[src/rtl/hwe_pkg.sv]
package hwe_pkg;
  typedef enum logic [1:0] {
    ST_IDLE = 2'd0,
    ST_PEND = 2'd1,
    ST_XFER = 2'd2,
    ST_FIN  = 2'd3
  } hwe_state_e;
endpackage

[src/rtl/hwe_rst_sync.sv]
module hwe_rst_sync (
  input  logic clk,
  input  logic rst_n,
  output logic rst_n_s
);
  logic [1:0] sync_q;

  always_ff @(posedge clk or negedge rst_n) begin
    if (!rst_n) sync_q <= 2'b00;
    else        sync_q <= {sync_q[0], 1'b1};
  end

  assign rst_n_s = sync_q[1];
endmodule

[src/rtl/hwe_cmd_latch.sv]
module hwe_cmd_latch #(
  parameter int IDX_W  = 4,
  parameter int ADDR_W = 61
) (
  input  logic              clk,
  input  logic              rst_n,
  input  logic              cap_en,
  input  logic [IDX_W-1:0]  cap_buf,
  input  logic [ADDR_W-1:0] cap_addr,
  output logic [IDX_W-1:0]  sel_q,
  output logic [ADDR_W-1:0] addr_q
);
  logic [IDX_W-1:0]  sel_d;
  logic [ADDR_W-1:0] addr_d;

  always_comb begin
    sel_d  = sel_q;
    addr_d = addr_q;
    if (cap_en) begin
      sel_d  = cap_buf;
      addr_d = cap_addr;
    end
  end

  always_ff @(posedge clk or negedge rst_n) begin
    if (!rst_n) begin
      sel_q  <= '0;
      addr_q <= '0;
    end else begin
      sel_q  <= sel_d;
      addr_q <= addr_d;
    end
  end
endmodule

[src/rtl/hwe_beat_cnt.sv]
module hwe_beat_cnt #(
  parameter int LEN_W = 9
) (
  input  logic             clk,
  input  logic             rst_n,
  input  logic             load,
  input  logic [LEN_W-1:0] load_len,
  input  logic             beat,
  output logic [LEN_W-1:0] len_q,
  output logic             more
);
  logic [LEN_W-1:0] cnt_q, cnt_d, len_d;

  always_comb begin
    cnt_d = cnt_q;
    len_d = len_q;
    if (load) begin
      cnt_d = '0;
      len_d = load_len;
    end else if (beat) begin
      cnt_d = cnt_q + 1'b1;
    end
  end

  always_ff @(posedge clk or negedge rst_n) begin
    if (!rst_n) begin
      cnt_q <= '0;
      len_q <= '0;
    end else begin
      cnt_q <= cnt_d;
      len_q <= len_d;
    end
  end

  assign more = (cnt_q < len_q);
endmodule

[src/rtl/hwe_ctrl.sv]
module hwe_ctrl
  import hwe_pkg::*;
(
  input  logic clk,
  input  logic rst_n,
  input  logic cmd_valid,
  input  logic sel_ready,
  input  logic done,
  output logic cap_en,
  output logic start,
  output logic xfer,
  output logic fin_pulse
);
  hwe_state_e state_q, state_d;
  logic       pulse_d;

  always_comb begin
    state_d = state_q;
    cap_en  = 1'b0;
    start   = 1'b0;
    pulse_d = 1'b0;
    case (state_q)
      ST_IDLE: if (cmd_valid) begin
        cap_en  = 1'b1;
        state_d = ST_PEND;
      end
      ST_PEND: if (sel_ready) begin
        start   = 1'b1;
        state_d = ST_XFER;
      end
      ST_XFER: if (done) state_d = ST_FIN;
      ST_FIN: begin
        pulse_d = 1'b1;
        state_d = ST_IDLE;
      end
      default: state_d = ST_IDLE;
    endcase
  end

  always_ff @(posedge clk or negedge rst_n) begin
    if (!rst_n) begin
      state_q   <= ST_IDLE;
      fin_pulse <= 1'b0;
    end else begin
      state_q   <= state_d;
      fin_pulse <= pulse_d;
    end
  end

  assign xfer = (state_q == ST_XFER);
endmodule

[src/rtl/host_write_engine.sv]
module host_write_engine #(
  parameter int NUM_BUF = 16,
  parameter int DATA_W  = 64,
  parameter int LEN_W   = 9,
  parameter int ADDR_W  = 61,
  localparam int IDX_W  = $clog2(NUM_BUF)
) (
  input  logic              clk,
  input  logic              rst_n,
  input  logic              cmd_valid,
  input  logic [IDX_W-1:0]  cmd_buf,
  input  logic [ADDR_W-1:0] cmd_addr,
  output logic [IDX_W-1:0]  buf_sel,
  output logic              buf_rd_en,
  input  logic [DATA_W-1:0] buf_rd_data,
  input  logic [LEN_W-1:0]  buf_rd_len,
  input  logic [NUM_BUF-1:0] buf_ready,
  output logic              wreq_valid,
  output logic [ADDR_W-1:0] wreq_addr,
  output logic [LEN_W-1:0]  wreq_len,
  output logic [DATA_W-1:0] wreq_data,
  input  logic              wreq_accept,
  input  logic              wreq_done,
  output logic              xfer_done
);
  logic rst_n_s, cap_en, start, xfer, more;

  hwe_rst_sync i_rst (.clk(clk), .rst_n(rst_n), .rst_n_s(rst_n_s));

  hwe_ctrl i_ctrl (
    .clk(clk), .rst_n(rst_n_s), .cmd_valid(cmd_valid),
    .sel_ready(buf_ready[buf_sel]), .done(wreq_done),
    .cap_en(cap_en), .start(start), .xfer(xfer), .fin_pulse(xfer_done)
  );

  hwe_cmd_latch #(.IDX_W(IDX_W), .ADDR_W(ADDR_W)) i_cmd (
    .clk(clk), .rst_n(rst_n_s), .cap_en(cap_en), .cap_buf(cmd_buf),
    .cap_addr(cmd_addr), .sel_q(buf_sel), .addr_q(wreq_addr)
  );

  hwe_beat_cnt #(.LEN_W(LEN_W)) i_cnt (
    .clk(clk), .rst_n(rst_n_s), .load(start), .load_len(buf_rd_len),
    .beat(buf_rd_en), .len_q(wreq_len), .more(more)
  );

  assign wreq_valid = xfer;
  assign buf_rd_en  = xfer & wreq_accept & more;
  assign wreq_data  = xfer ? buf_rd_data : '0;
endmodule

[config.mk]
export PLATFORM = sky130hd
export DESIGN_NAME = host_write_engine
export DESIGN_NICKNAME = d
export VERILOG_FILES = /design/src/rtl/hwe_pkg.sv /design/src/rtl/hwe_rst_sync.sv /design/src/rtl/hwe_cmd_latch.sv /design/src/rtl/hwe_beat_cnt.sv /design/src/rtl/hwe_ctrl.sv /design/src/rtl/host_write_engine.sv
export SDC_FILE = /design/constraint.sdc
export NUM_CORES = 1
export LEC_CHECK = 0
export ABC_AREA = 1
export BUFFER_PORTS_ARGS = -buffer_cell sky130_fd_sc_hd__buf_2
export CELL_PAD_IN_SITES_DETAIL_PLACEMENT = 1
export CELL_PAD_IN_SITES_GLOBAL_PLACEMENT = 1
export CORE_ASPECT_RATIO = 1.2
export CORE_MARGIN = 1
export CORE_UTILIZATION = 29
export CTS_CLUSTER_DIAMETER = 40
export CTS_CLUSTER_SIZE = 24
export DETAILED_ROUTE_END_ITERATION = 10
export PLACE_DENSITY_LB_ADDON = 0.1
export SYNTH_ARGS = -nofsm -noshare
export SYNTH_HDL_FRONTEND = slang
export SYNTH_SLANG_ARGS = --single-unit
[constraint.sdc]
create_clock -name clk -period 3.5 [get_ports clk]
set_input_delay 0.35 -clock clk [delete_from_list [all_inputs] [get_ports clk]]
set_output_delay 0.35 -clock clk [all_outputs]
set_load 0.02 [all_outputs]
==> impl_results.md <==
* TNS Setup at 0 ns
* First-pass GRT wire length at 23.0 mm
* Htree depth at 3
* Port Buf Inserts at 299
* Crit path from: i_cnt.cnt_q[4]
* Initial DRT Pass Iterations at 4
* Period utilisation layout at 0.715
* Data arrival, critical path at 2.15 ns
* Crit end category: output pin
* Leakage at 4.01 nW
* Die Wd at 115 um
* Root buf cell: clkbuf_16
* DIE HEIGHT at 138 um
* CTS tree: done
* Area of the multi-input gates at 1790 sq um
* Top delay family on crit path: buffers and inverters
* RSZ-0062 raised after global routing: no
* Detail Placement HPWL at 12.8 mm
* Hold Path Class: input pin to flop
* Mapped cell area at 4460 sq um
* Reg2reg setup slack at 1.49 ns
* Placed instance area at 6150 sq um
* Initial antenna violation count at 7
* Slew @ Worst Pin at 0.994 ns
* Post-cts resize count at 0
* Post-Synthesis Cells at 483
* Synth-to-Final Area Change at 44.6%
* Largest net degree at the start of global routing at 74
* Sequential cell area at 2210 sq um
* # Post-CTS Setup Buffers at 0
* Max frequency at 0.400 GHz
* Fin cells at 994
* Ports at 300
* 1st-iter DRT viols at 92
* Worst Skew at 0.0107 ns
* Post-DRT Antenna Nets at 0
* Cts bufs inserted at 9
* Final WL at 15.6 mm
* Top cells by area, synth: dfrtp_1 (49%), mux2_2 (15%), nand2_1 (9.7%)
* CORE AREA at 15000 sq um
* Cell area after layout at 6460 sq um
* Critical path class: flop to output pin
* Share of layout cells above drive strength 1 at 0.511
* Largest stage delay, worst path at 0.42 ns
* Min-delay src: cmd_addr[16]
* Slew HR at 0.337
* Sink Count at 88
* Synth warn at 0
* CTS Hold Bufs at 1
* Startpoint types: flop
* Status: completed
* Post-synth top area cell: dfrtp_1
* GPL Wtd Cong at 0.836
* Total gr overflow at 0
* Crit path required time at 3.15 ns
* Layout Nets at 953
* Yosys reg bits at 88
* Power per cell area at 891 nW/um^2
* CP Cell Sequence: ha_1 -> a21o_1 -> o21ai_0 -> nand4_2 -> inv_1 -> buf_2
* Final hold vios at 0
* Clock slew at reported path FFs at 0.07 ns
* Final setup violation count at 0
* Residual DRC count at 0
* Routed len/inst at 15.7 um
* Critical path peak fanout at 10
* Vias after detailed routing at 4313
* Number of buffer and inverter stages on the critical path at 2
* Syn Nets at 656
* Starting Density at 0.297
* GRT Overall Usage at 0.193
* Filler cell count at 1868
* Final Util at 0.430
* Top-area cell type share of the netlist area at 0.493
* Worst-Skew Late Latency at 0.34 ns
* Max Cap Violations at 0
* Distinct cells, synth at 29
* Syn_area_per_cell at 9.24 sq um
* Sequential share of the synthesized area at 0.493
* Inst Count DP at 972
* Reg2reg start: i_ctrl.state_q[0]
* Max Slew Vio Count at 0
* Clock Tree Buf Depth at 2
* Die ar. at 15900 sq um
* Vias/cell at 4.34
* Peak VDD IR at 0.341 mV
* Slowest CP cell: dfrtp_1
* Num rows at 49
* Min Tclk post-route at 2.50 ns
* Vias in the first global route at 4500
## per-stage QoR
stage,total power [W],hold slack [ns],setup WS [ns]
2_1_floorplan,0.00382,0.0544,0.867
5_1_grt,0.00617,0.228,0.872
3_5_place_dp,0.00489,0.139,1.36
3_3_place_gp,0.00479,0.137,1.43
6_report,0.00575,0.239,0.997
4_1_cts,0.00585,0.222,0.968
## per-layer routing
metal	routed length, um	GRT usage	vias up
li1	-	-	2072
met1	5150	0.184	2062
met2	8860	0.377	158
met3	1340	0.0752	17
met4	244	0.0592	4
met5	23	0	-
## path summary, 6_finish.rpt
check | endpoint | cells past startpoint
max | buf_rd_en | 6
min | i_cmd.addr_q[16] | 2
min in group asynchronous | i_rst.sync_q[1] | 2
max in group asynchronous | i_cmd.addr_q[10] | 1
min reg2reg | i_rst.sync_q[1] | 0
max reg2reg | i_cmd.addr_q[27] | 5
## cells by family (layout without fill, tap and decap cells)
family                   Yosys count  after routing  share of synthesized area
flip-flops                        88             88                      0.493
multiplexers                      61             61                      0.154
adder cells (fa/ha/maj)           14             14                     0.0392
other                              1              6                   0.000840
AO/OA/AOI/OAI                     20             20                     0.0311
buffers and inverters            116            418                      0.107
XOR/XNOR                           1              1                    0.00196
AND/OR/NAND/NOR                  182            182                      0.172
## area by class of cell
class                   instances  share of cell area
well taps                     204              0.0395
inverters                      99              0.0576
repair buffers                303               0.239
diodes                          5             0.00194
flip-flops and latches         88               0.342
clock inverters                 5             0.00601
clock buffers                  11              0.0376
multi-input cells             279               0.277
## cell usage after synthesis
| cell type | n |
|---|---|
| inv_1 | 99 |
| nor3_1 | 1 |
| a21oi_2 | 8 |
| nand2_1 | 115 |
| o21ai_2 | 1 |
| conb_1 | 1 |
| nand2_2 | 2 |
| ha_1 | 14 |
| a21oi_1 | 6 |
| o21ai_0 | 1 |
| nand4_2 | 1 |
| a21o_1 | 2 |
| o21ai_1 | 2 |
| nor2_2 | 2 |
| buf_12 | 1 |
| or2_2 | 1 |
| nand3_2 | 4 |
| clkbuf_1 | 7 |
| nand3_1 | 18 |
| dfrtp_1 | 88 |
| buf_8 | 1 |
| nand2_4 | 1 |
| nor2_1 | 34 |
| mux2_2 | 61 |
| buf_2 | 7 |
| buf_6 | 1 |
| xor2_1 | 1 |
| nand4_1 | 2 |
| nand3b_1 | 1 |
## cell usage in the layout, fill, tap and decap left out, drive strengths merged
cell	Yosys	routed
nand4	3	3
dlygate4sd3	0	1
nor2	36	36
a21oi	14	14
clkinvlp	0	1
conb	1	1
ha	14	14
dfrtp	88	88
nand3	22	22
clkbuf	7	11
nand3b	1	1
a21o	2	2
o21ai	4	4
inv	99	102
buf	10	302
clkinv	0	1
nor3	1	1
nand2	118	118
diode	0	5
or2	1	1
xor2	1	1
mux2	61	61
## sequential cells by signal, indices dropped and copies added, names as in the netlist
register,cells
i_cmd.addr_q,61
i_cmd.sel_q,4
i_cnt.cnt_q,9
i_cnt.len_q,9
i_ctrl.fin_pulse,1
i_ctrl.state_q,2
i_rst.sync_q,2
## report_power, final
group	internal [W]	switching, W
clock network	0.000508	0.000421
logic	0.00114	0.00191
registers	0.00149	0.000289
total	0.00313	0.00262
Note: power is estimated with default switching activity, not from simulation.
